**config.mk**
```make
export PLATFORM = sky130hd
export DESIGN_NAME = cfg_prom_loader
export DESIGN_NICKNAME = d
export VERILOG_FILES = /design/src/rtl/cfg_prom_loader.sv
export SDC_FILE = /design/constraint.sdc
export NUM_CORES = 1
export LEC_CHECK = 0
export BUFFER_PORTS_ARGS = -buffer_cell sky130_fd_sc_hd__buf_2
export CORE_ASPECT_RATIO = 0.6
export CORE_MARGIN = 1.5
export CORE_UTILIZATION = 35
export CTS_CLUSTER_DIAMETER = 200
export CTS_CLUSTER_SIZE = 10
export DETAILED_ROUTE_END_ITERATION = 16
export HOLD_SLACK_MARGIN = 0.08
export PLACE_DENSITY = 0.45
export SLEW_MARGIN = 20
export SYNTH_ARGS = -nofsm -noshare
export SYNTH_HDL_FRONTEND = slang
export SYNTH_SLANG_ARGS = --single-unit
```
**constraint.sdc**
```tcl
create_clock -name clk -period 10.5 [get_ports clk]
set_input_delay 2.1 -clock clk [delete_from_list [all_inputs] [get_ports clk]]
set_output_delay 2.1 -clock clk [all_outputs]
set_load 0.01 [all_outputs]
```
**src/rtl/cfg_prom_loader.sv**
```systemverilog
module cfg_prom_loader #(
  parameter int WORDS     = 64,
  parameter int PHASE_CYC = 8000,
  parameter int TAGW      = 16,
  parameter logic [15:0] SIGNATURE = 16'h1234,
  parameter logic [7:0]  DEF_ID    = 8'd7
) (
  input  logic                     clk,
  input  logic                     rst_n,
  input  logic                     start,
  output logic                     prom_cs,
  output logic                     prom_sk,
  output logic                     prom_di,
  input  logic                     prom_do,
  input  logic [$clog2(WORDS)-1:0] rd_addr,
  output logic [15:0]              rd_data,
  output logic                     done,
  output logic                     valid,
  output logic [7:0]               host_id,
  output logic [TAGW-1:0]          tag_depth,
  output logic                     act_neg
);
  localparam int AW = $clog2(WORDS);
  localparam int TW = (PHASE_CYC > 1) ? $clog2(PHASE_CYC) : 1;
  localparam logic [TW-1:0] T_LAST = TW'(PHASE_CYC - 1);
  localparam logic [7:0] CMD_BASE = 8'h80;
  localparam int ID_BYTE   = 'h40;
  localparam int MODE_BYTE = 'h41;
  localparam int TAG_BYTE  = 'h43;
  localparam int NEG_BIT   = 3;

  typedef enum logic [1:0] {ST_GAP, ST_CMD, ST_DATA, ST_DONE} st_t;

  st_t           st;
  logic [TW-1:0] tmr;
  logic          sub2;
  logic [1:0]    sub;
  logic [3:0]    bitn;
  logic [AW-1:0] word;
  logic [15:0]   sh, sum;
  logic [15:0]   mem [WORDS];

  wire        tick     = (tmr == T_LAST);
  wire [15:0] sh_nxt   = {sh[14:0], prom_do};
  wire        word_end = (st == ST_DATA) && tick && (sub == 2'd1) && (bitn == 4'd0);
  wire [8:0]  cmd9     = {1'b1, CMD_BASE + 8'(word)};

  assign sub2 = (sub == 2'd2);

  always_ff @(posedge clk) begin
    if (!rst_n || start) begin
      st <= ST_GAP; tmr <= '0; sub <= '0; bitn <= '0; word <= '0;
      sh <= '0; sum <= '0; done <= 1'b0; valid <= 1'b0;
    end else if (st != ST_DONE) begin
      tmr <= tick ? '0 : tmr + 1'b1;
      if (tick) begin
        case (st)
          ST_GAP: begin st <= ST_CMD; sub <= '0; bitn <= 4'd8; end
          ST_CMD: begin
            if (sub2) begin
              sub <= '0;
              if (bitn == 4'd0) begin st <= ST_DATA; bitn <= 4'd15; end
              else bitn <= bitn - 1'b1;
            end else sub <= sub + 1'b1;
          end
          ST_DATA: begin
            if (sub == 2'd1) begin
              sh  <= sh_nxt;
              sub <= '0;
              if (bitn == 4'd0) begin
                sum <= sum + sh_nxt;
                if (word == AW'(WORDS - 1)) begin
                  st    <= ST_DONE;
                  done  <= 1'b1;
                  valid <= (sum + sh_nxt) == SIGNATURE;
                end else begin
                  word <= word + 1'b1;
                  st   <= ST_GAP;
                end
              end else bitn <= bitn - 1'b1;
            end else sub <= 2'd1;
          end
          default: st <= ST_DONE;
        endcase
      end
    end
  end

  always_ff @(posedge clk)
    if (word_end) mem[word] <= sh_nxt;

  assign rd_data = mem[rd_addr];

  assign prom_cs = (st == ST_CMD) || (st == ST_DATA);
  assign prom_sk = ((st == ST_CMD) && (sub == 2'd1)) || ((st == ST_DATA) && (sub == 2'd0));
  assign prom_di = (st == ST_CMD) ? cmd9[bitn] : 1'b0;

  wire [15:0] w_idm = mem[ID_BYTE / 2];
  wire [15:0] w_tag = mem[TAG_BYTE / 2];
  wire [7:0]  b_id   = (ID_BYTE % 2)   ? w_idm[15:8] : w_idm[7:0];
  wire [7:0]  b_mode = (MODE_BYTE % 2) ? w_idm[15:8] : w_idm[7:0];
  wire [7:0]  b_tag  = (TAG_BYTE % 2)  ? w_tag[15:8] : w_tag[7:0];

  assign host_id   = valid ? b_id : DEF_ID;
  assign tag_depth = valid ? (TAGW'(2) << b_tag) : '0;
  assign act_neg   = valid & b_mode[NEG_BIT];

  a_r1_idle_when_done: assert property (@(posedge clk) disable iff (!rst_n)
    done |-> !prom_cs);
  a_r4_phase_hold: assert property (@(posedge clk) disable iff (!rst_n)
    (!tick && !start && st != ST_DONE) |=> $stable({prom_cs, prom_sk, prom_di}));
  a_r5_valid_needs_done: assert property (@(posedge clk) disable iff (!rst_n)
    valid |-> done);
  a_r10_start_clears: assert property (@(posedge clk) disable iff (!rst_n)
    start |=> (!done && !valid));
  a_r11_sk_inside_cs: assert property (@(posedge clk) disable iff (!rst_n)
    prom_sk |-> prom_cs);
endmodule

```
==> flow_results.xml, run 1 <==
<?xml version="1.0" encoding="UTF-8"?>
<metrics>
  <group name="sta">
    <metric name="hold_violations" unit="">0</metric>
    <metric name="tightestPinTransition" unit="ps">1030</metric>
    <metric name="max_slew_margin" unit="">0.3116</metric>
    <metric name="report.final.slew_viol_count" unit="">0</metric>
    <metric name="finalSetupTns" unit="ps">0</metric>
    <metric name="fin_crit_sh" unit="">0.7145</metric>
    <metric name="grt_setup_unrepaired" unit="">no</metric>
    <metric name="fmax" unit="MHz">133.3</metric>
    <metric name="finalClockSkew" unit="ps">38.34</metric>
    <metric name="finalWorstSetupSlack" unit="ps">2998</metric>
    <metric name="setup-violations-final" unit="">0</metric>
    <metric name="final_period_minus_worst_setup_slack" unit="ps">7502</metric>
  </group>
  <group name="cts">
    <metric name="cts_post_setup_buffers_inserted" unit="">0</metric>
    <metric name="cts_resized" unit="">0</metric>
    <metric name="clk_path_buf_depth" unit="">3</metric>
    <metric name="cts_inserted_buffers" unit="">118</metric>
    <metric name="clk_transition_reported_paths" unit="ps">60</metric>
    <metric name="clkSinkCount" unit="">1084</metric>
    <metric name="htree_num_levels" unit="">3</metric>
    <metric name="clock_tree.root_cell" unit="">clkbuf_16</metric>
    <metric name="hold_buffer_count_at_cts" unit="">0</metric>
    <metric name="cts_tree" unit="">done</metric>
    <metric name="worst_skew_pair.late_latency" unit="ps">740</metric>
  </group>
  <group name="worst_setup_path">
    <metric name="end_kind" unit="">output port</metric>
    <metric name="largest_stage_delay_on_the_critical_path" unit="ps">660</metric>
    <metric name="timing.critical_path.from_type" unit="">input port</metric>
    <metric name="critical_path.max_fanout" unit="">111</metric>
    <metric name="worst-endpoint-arrival" unit="ps">5400</metric>
    <metric name="cp.required" unit="ps">8400</metric>
    <metric name="worstSetupPathType" unit="">input port to output port</metric>
    <metric name="path_common_cell" unit="">mux4_2</metric>
    <metric name="crit_path_cell_trace" unit="">buf_8, buf_12, mux4_2, mux4_2, mux4_2, buf_2</metric>
    <metric name="critical_path.slowest_cell" unit="">mux4_2</metric>
  </group>
  <group name="yosys">
    <metric name="post_syn_area" unit="sq um">42710</metric>
    <metric name="synth_enable_flop_cells" unit="">1024</metric>
    <metric name="syn_inst" unit="">1989</metric>
    <metric name="yosysWarnings" unit="">0</metric>
    <metric name="ys_seq_area_frac" unit="">0.7480</metric>
    <metric name="postSynthAreaPerCell" unit="sq um">21.47</metric>
    <metric name="synth_cell_types" unit="">56</metric>
    <metric name="synth_nets" unit="">2024</metric>
    <metric name="synthFlopType" unit="">edfxtp_1</metric>
    <metric name="post_synthesis_sequential_element_count" unit="">1084</metric>
    <metric name="synth-async-reset-ratio" unit="">0</metric>
  </group>
  <group name="power_and_ir_drop">
    <metric name="power_density_of_the_placed_cells" unit="nW/um^2">177.7</metric>
    <metric name="p_leak" unit="nW">16.21</metric>
    <metric name="vdd.ir_drop.worst" unit="mV">0.1373</metric>
    <metric name="report.power.total" unit="mW">8.654</metric>
  </group>
  <group name="floorplanning">
    <metric name="coreArea" unit="sq um">121300</metric>
    <metric name="dieArea" unit="sq um">124200</metric>
    <metric name="rows" unit="">99</metric>
    <metric name="die_height" unit="um">273.6</metric>
    <metric name="die_w" unit="um">454.0</metric>
    <metric name="initial_utilization" unit="">0.3522</metric>
    <metric name="io_pins" unit="">56</metric>
  </group>
  <group name="drt">
    <metric name="number_of_vias_per_cell_after_detailed_routing" unit="">5.459</metric>
    <metric name="dr.pass1.iters" unit="">7</metric>
    <metric name="routed_wl" unit="mm">118.6</metric>
    <metric name="drt_iter0_markers" unit="">2196</metric>
    <metric name="vias" unit="">20710</metric>
    <metric name="routedWlPerCell" unit="um">31.25</metric>
    <metric name="drt_drc_violations_left" unit="">0</metric>
    <metric name="route.antenna.remaining_nets" unit="">0</metric>
  </group>
  <group name="global_routing">
    <metric name="gr-usage-all-layers" unit="">0.1930</metric>
    <metric name="antenna_found_initial" unit="">19</metric>
    <metric name="overflow" unit="">0</metric>
    <metric name="grt_first_pass_wirelength" unit="mm">166.2</metric>
    <metric name="grt_start_max_net_pins" unit="">112</metric>
    <metric name="grt_pass1_vias" unit="">20950</metric>
  </group>
  <group name="final_layout">
    <metric name="fillers" unit="">10570</metric>
    <metric name="syn2layout_area_growth" unit="%">14.01</metric>
    <metric name="design.final.nets" unit="">2165</metric>
    <metric name="drive_gt1_frac" unit="">0.3068</metric>
    <metric name="final_cells" unit="">3794</metric>
  </group>
  <group name="place">
    <metric name="globalplace.congestion" unit="">0.7765</metric>
    <metric name="dp_hpwl" unit="mm">66.13</metric>
    <metric name="dp_cells" unit="">3626</metric>
    <metric name="port-buffer-count" unit="">54</metric>
    <metric name="place_ws" unit="ps">2983</metric>
  </group>
  <group name="run_status">
    <metric name="status" unit="">complete, no violations</metric>
  </group>
  <group name="min_path">
    <metric name="hold_path_class" unit="">flip-flop to flip-flop</metric>
  </group>
  <group name="job">
    <metric name="max_cap_violations" unit="">0</metric>
  </group>
</metrics>
-- cell usage in the layout (no fill, tap or decap), drive strengths merged, types with 3 or more instances in the layout --
| cell | instances |
|---|---|
| mux4 | 337 |
| edfxtp | 1024 |
| a211oi | 5 |
| clkbuf | 155 |
| nor3 | 10 |
| buf | 122 |
| nand4 | 6 |
| or2 | 3 |
| and3 | 3 |
| xor2 | 14 |
| diode | 7 |
| o211ai | 4 |
| nor4 | 7 |
| clkinv | 4 |
| xnor2 | 15 |
| nand3b | 11 |
| nor2 | 143 |
| nor2b | 7 |
| nor3b | 3 |
| nand3 | 17 |
| nand4bb | 3 |
| and2 | 7 |
| nand2 | 59 |
| o21ai | 10 |
| dfxtp | 60 |
| inv | 15 |
| a21oi | 40 |
| ha | 24 |
| or3 | 4 |
| mux2i | 18 |
| a21o | 5 |
| nand2b | 12 |
-- cell families after synthesis --
| logic type | after synthesis | share of synthesized area |
|---|---|---|
| flip-flops | 1084 | 0.7480 |
| multiplexers | 355 | 0.1819 |
| AND/OR/NAND/NOR | 301 | 0.03331 |
| buffers and inverters | 114 | 0.01172 |
| AO/OA/AOI/OAI | 80 | 0.01151 |
| XOR/XNOR | 29 | 0.005947 |
| adder cells (fa/ha/maj) | 25 | 0.007499 |
| other | 1 | 0.00008779 |
-- Yosys cell counts, types with 10 or more instances --
| cell | number | area share |
|---|---|---|
| xnor2_1 | 15 | 0.0031 |
| buf_2 | 25 | 0.0029 |
| nor2_1 | 143 | 0.013 |
| nand2_1 | 59 | 0.0052 |
| clkbuf_1 | 52 | 0.0046 |
| buf_1 | 16 | 0.0014 |
| xor2_1 | 14 | 0.0029 |
| ha_1 | 24 | 0.0070 |
| dfxtp_1 | 60 | 0.028 |
| nand3b_1 | 11 | 0.0019 |
| o21ai_0 | 10 | 0.0012 |
| nand3_1 | 17 | 0.0020 |
| mux2i_1 | 18 | 0.0042 |
| mux4_2 | 337 | 0.18 |
| edfxtp_1 | 1024 | 0.72 |
| inv_1 | 13 | 0.0011 |
| a21oi_1 | 40 | 0.0047 |
| nand2b_1 | 12 | 0.0018 |
-- path summary, 6_finish.rpt --
check        startpoint           to  slack (ps)  cells after the start
min reg2reg        done         done         490                      2
max reg2reg     bitn[0]   mem[2][13]        6100                      8
max          rd_addr[1]  rd_data[15]        3000                      6
min                done         done         490                      2
-- registers in the layout, indices dropped and copies added, names as in the netlist --
signal and count:
bitn 4, tmr 13, done 1, valid 1
sh 15, word 6, sum 16, st 2
sub 2, mem 1024
-- metrics by stage --
| stage | util | instance area, sq um | hold slack (ps) |
|---|---|---|---|
| 2_1_floorplan | - | 42710 | 464.6 |
| 5_1_grt | 0.4015 | 48680 | 518.8 |
| 3_5_place_dp | 0.3747 | 45440 | 487.7 |
| 4_1_cts | 0.4014 | 48680 | 503.5 |
| 6_report | 0.4016 | 48700 | 489.6 |
| 3_3_place_gp | 0.3747 | 45440 | 479.9 |
-- critical path: cells and delay by family --
| kind | cells | cell delay, ps |
|---|---|---|
| buffers and inverters | 3 | 1320 |
| muxes | 3 | 1750 |
-- power breakdown --
part | leakage, nW | switching [mW] | internal [mW]
logic | 3.73 | 0.171 | 0.135
registers | 10.9 | 0.000509 | 4.66
clock network | 1.56 | 1.64 | 2.05
total | 16.2 | 1.81 | 6.85
-- layer usage --
metal / GRT usage / wire length, um / vias to the layer above
li1: - / - / 8540
met1: 0.2913 / 55250 / 11370
met2: 0.2856 / 52620 / 646
met3: 0.04094 / 8519 / 153
met4: 0.04445 / 2134 / 4
met5: 0 / 24 / -
-- final cells by class --
type                            count  area (sq um)  share of cell area
Sequential cell                  1084         31970              0.6566
Tap cell                         1616          2022             0.04152
Clock buffer                      155          3134             0.06436
Clock inverter                      6         100.1            0.002055
Inverter                           13         48.80            0.001002
Antenna cell                        7         17.52           0.0003597
Multi-Input combinational cell    791         10530              0.2163
Timing Repair Buffer              122         868.3             0.01783
(Power assumes the default switching activity.)
==> run 2, diff against run 1 <==
Settings changed: PLACE_DENSITY 0.45 to 0.47.
Clock period 10.5 ns to 6.9 ns, I/O delays scaled along.
==> run 2 against run 1 <==
Wire length grew 0.69%; flip-flop and latch count is the same; die area is the same; worst hold slack lost 6.1 ps; final area grew 0.46%; total power grew 52%; sequential share of layout area shrank 0.31 points; first-iteration DRC count grew 5.3%; final cell count grew 0.42%; clock power grew 51%; non-clock buffer count grew 32; clock skew grew 9.2 ps.
==> flow_results.xml, run 2 (same netlist as run 1, synthesis figures left out) <==
<?xml version="1.0" encoding="UTF-8"?>
<metrics>
  <group name="run_status">
    <metric name="status" unit="">complete, no violations</metric>
  </group>
  <group name="cts">
    <metric name="clk_transition_reported_paths" unit="ps">60</metric>
    <metric name="clkSinkCount" unit="">1084</metric>
    <metric name="hold_buffer_count_at_cts" unit="">0</metric>
    <metric name="cts_tree" unit="">done</metric>
    <metric name="cts_post_setup_buffers_inserted" unit="">0</metric>
    <metric name="cts_resized" unit="">0</metric>
    <metric name="htree_num_levels" unit="">3</metric>
    <metric name="worst_skew_pair.late_latency" unit="ps">760</metric>
    <metric name="clk_path_buf_depth" unit="">3</metric>
    <metric name="clock_tree.root_cell" unit="">clkbuf_16</metric>
    <metric name="cts_inserted_buffers" unit="">118</metric>
  </group>
  <group name="power_and_ir_drop">
    <metric name="power.switching_fraction" unit="">0.2099</metric>
    <metric name="p_leak" unit="nW">16.38</metric>
    <metric name="seq_power_share" unit="">0.540</metric>
    <metric name="power_density_of_the_placed_cells" unit="nW/um^2">268.3</metric>
    <metric name="power.switching" unit="mW">2.755</metric>
    <metric name="comb_power_share" unit="">0.036</metric>
    <metric name="report.power.total" unit="mW">13.13</metric>
    <metric name="power_report.internal_total" unit="mW">10.37</metric>
    <metric name="clock_power_share" unit="">0.423</metric>
    <metric name="vdd.ir_drop.worst" unit="mV">0.2016</metric>
  </group>
  <group name="sta">
    <metric name="tightestPinTransition" unit="ps">1020</metric>
    <metric name="final_period_minus_worst_setup_slack" unit="ps">5666</metric>
    <metric name="fmax" unit="MHz">176.5</metric>
    <metric name="setup-violations-final" unit="">0</metric>
    <metric name="finalClockSkew" unit="ps">47.54</metric>
    <metric name="fin_crit_sh" unit="">0.8211</metric>
    <metric name="max_slew_margin" unit="">0.3174</metric>
    <metric name="report.final.slew_viol_count" unit="">0</metric>
    <metric name="hold_violations" unit="">0</metric>
    <metric name="finalSetupTns" unit="ps">0</metric>
    <metric name="grt_setup_unrepaired" unit="">no</metric>
  </group>
  <group name="final_layout">
    <metric name="fillers" unit="">10560</metric>
    <metric name="multi_input_comb_area" unit="sq um">10470</metric>
    <metric name="sequential_cell_area" unit="sq um">31970</metric>
    <metric name="registers.top_by_ff_count" unit="">mem</metric>
    <metric name="drive_gt1_frac" unit="">0.3163</metric>
    <metric name="syn2layout_area_growth" unit="%">14.53</metric>
    <metric name="largestRegisters" unit="">mem: 1024 flops, sum: 16 flops, sh: 15 flops</metric>
    <metric name="design.final.nets" unit="">2197</metric>
    <metric name="mostFrequentLayoutCell" unit="">edfxtp_1</metric>
    <metric name="top_library_cells_by_usage_in_the_layout_fill_and_taps_aside" unit="">edfxtp_1 (1024), mux4_2 (337), clkbuf_16 (118)</metric>
    <metric name="largest_reg_flops" unit="">1024</metric>
  </group>
  <group name="min_path">
    <metric name="hold_path_stages" unit="">2</metric>
    <metric name="hold_path_startpoint" unit="">done</metric>
    <metric name="hold-path-endpoint" unit="">done</metric>
    <metric name="hold_path_class" unit="">flip-flop to flip-flop</metric>
  </group>
  <group name="global_routing">
    <metric name="antenna_found_initial" unit="">13</metric>
    <metric name="grt_pass1_vias" unit="">21150</metric>
    <metric name="grt_start_max_net_pins" unit="">68</metric>
    <metric name="gr-usage-all-layers" unit="">0.1941</metric>
    <metric name="overflow" unit="">0</metric>
    <metric name="grt_first_pass_wirelength" unit="mm">167.5</metric>
  </group>
  <group name="floorplanning">
    <metric name="die_w" unit="um">454.0</metric>
    <metric name="die_height" unit="um">273.6</metric>
    <metric name="rows" unit="">99</metric>
    <metric name="dieArea" unit="sq um">124200</metric>
    <metric name="initial_utilization" unit="">0.3522</metric>
    <metric name="io_pins" unit="">56</metric>
    <metric name="coreArea" unit="sq um">121300</metric>
  </group>
  <group name="worst_setup_path">
    <metric name="r2r_worst_path_depth" unit="">10</metric>
    <metric name="cp.required" unit="ps">5520</metric>
    <metric name="capture_point_of_the_worst_reg_to_reg_path" unit="">mem[43][0]</metric>
    <metric name="critical_path.reg2reg.startpoint" unit="">bitn[0]</metric>
    <metric name="end_kind" unit="">output port</metric>
    <metric name="reg2reg_slack" unit="ps">2580</metric>
    <metric name="critical_path.max_fanout" unit="">35</metric>
    <metric name="timing.critical_path.from_type" unit="">input port</metric>
    <metric name="worstSetupPathType" unit="">input port to output port</metric>
    <metric name="worst-endpoint-arrival" unit="ps">4290</metric>
  </group>
  <group name="drt">
    <metric name="route.antenna.remaining_nets" unit="">0</metric>
    <metric name="routed_wl" unit="mm">119.4</metric>
    <metric name="dr.pass1.iters" unit="">5</metric>
    <metric name="dr_wl_met2" unit="mm">53.50</metric>
    <metric name="highest_layer" unit="">met5</metric>
    <metric name="wl_met1" unit="mm">56.67</metric>
    <metric name="vias" unit="">21020</metric>
    <metric name="routedWlPerCell" unit="um">31.33</metric>
    <metric name="drt_iter0_markers" unit="">2313</metric>
    <metric name="drt_drc_violations_left" unit="">0</metric>
    <metric name="number_of_vias_per_cell_after_detailed_routing" unit="">5.517</metric>
    <metric name="routed-wl-met3" unit="mm">7.170</metric>
  </group>
  <group name="place">
    <metric name="globalplace.congestion" unit="">0.7704</metric>
    <metric name="dp_hpwl" unit="mm">70.01</metric>
    <metric name="port-buffer-count" unit="">54</metric>
  </group>
  <group name="job">
    <metric name="max_cap_violations" unit="">0</metric>
  </group>
</metrics>
[run 2: final cells by class]
class / count / share of cell area
sequential: 1084 / 0.6535
antenna: 6 / 0.0003069
multi-input combinational: 791 / 0.2139
timing repair buffer: 154 / 0.02420
clock buffer: 138 / 0.06189
clock inverter: 8 / 0.003836
inverter: 13 / 0.0009975
tap: 1616 / 0.04133
[run 2: power by group through the flow]
| stage | sequential, mW | combinational [mW] | clock [mW] |
|---|---|---|---|
| floorplan | 7.23 | 0.298 | 0 |
| global placement | 7.23 | 0.484 | 0 |
| detailed placement | 7.23 | 0.484 | 0 |
| CTS | 7.09 | 0.486 | 5.69 |
| global route | 7.09 | 0.499 | 5.94 |
| finish | 7.09 | 0.473 | 5.56 |
[run 2: worst max path at each step]
stage / startpoint / slack (ps) / to / depth (start not counted)
2_1_floorplan: rd_addr[0] / 1980 / rd_data[10] / 5
6_report: rd_addr[0] / 1230 / rd_data[14] / 6
3_3_place_gp: rd_addr[0] / 1220 / rd_data[6] / 6
5_1_grt: rd_addr[0] / 1110 / rd_data[10] / 6
4_1_cts: rd_addr[0] / 1180 / rd_data[14] / 6
3_5_place_dp: rd_addr[0] / 1190 / rd_data[14] / 6
[run 2: metal layers]
metal / vias up / global-route usage
li1: 8598 / -
met1: 11550 / 0.2980
met2: 718 / 0.2880
met3: 147 / 0.03740
met4: 4 / 0.03679
met5: - / 0
[run 2: per-stage QoR]
step | cell area (sq um) | utilization | hold WS (ps) | setup slack [ps] | cells
floorplan | 42710 | - | 464.6 | 1984 | 1989
global placement | 45690 | 0.3767 | 469.4 | 1217 | 3658
detailed placement | 45690 | 0.3767 | 466.4 | 1189 | 3658
CTS | 48900 | 0.4032 | 482.9 | 1184 | 3804
global route | 48910 | 0.4033 | 521.3 | 1112 | 3804
finish | 48920 | 0.4034 | 483.4 | 1234 | 3810
[run 2: critical path, cell delays in order]
cell	delay, ps
buf_8	420
buf_4	490
mux4_2	550
mux4_2	640
mux4_2	520
buf_2	170
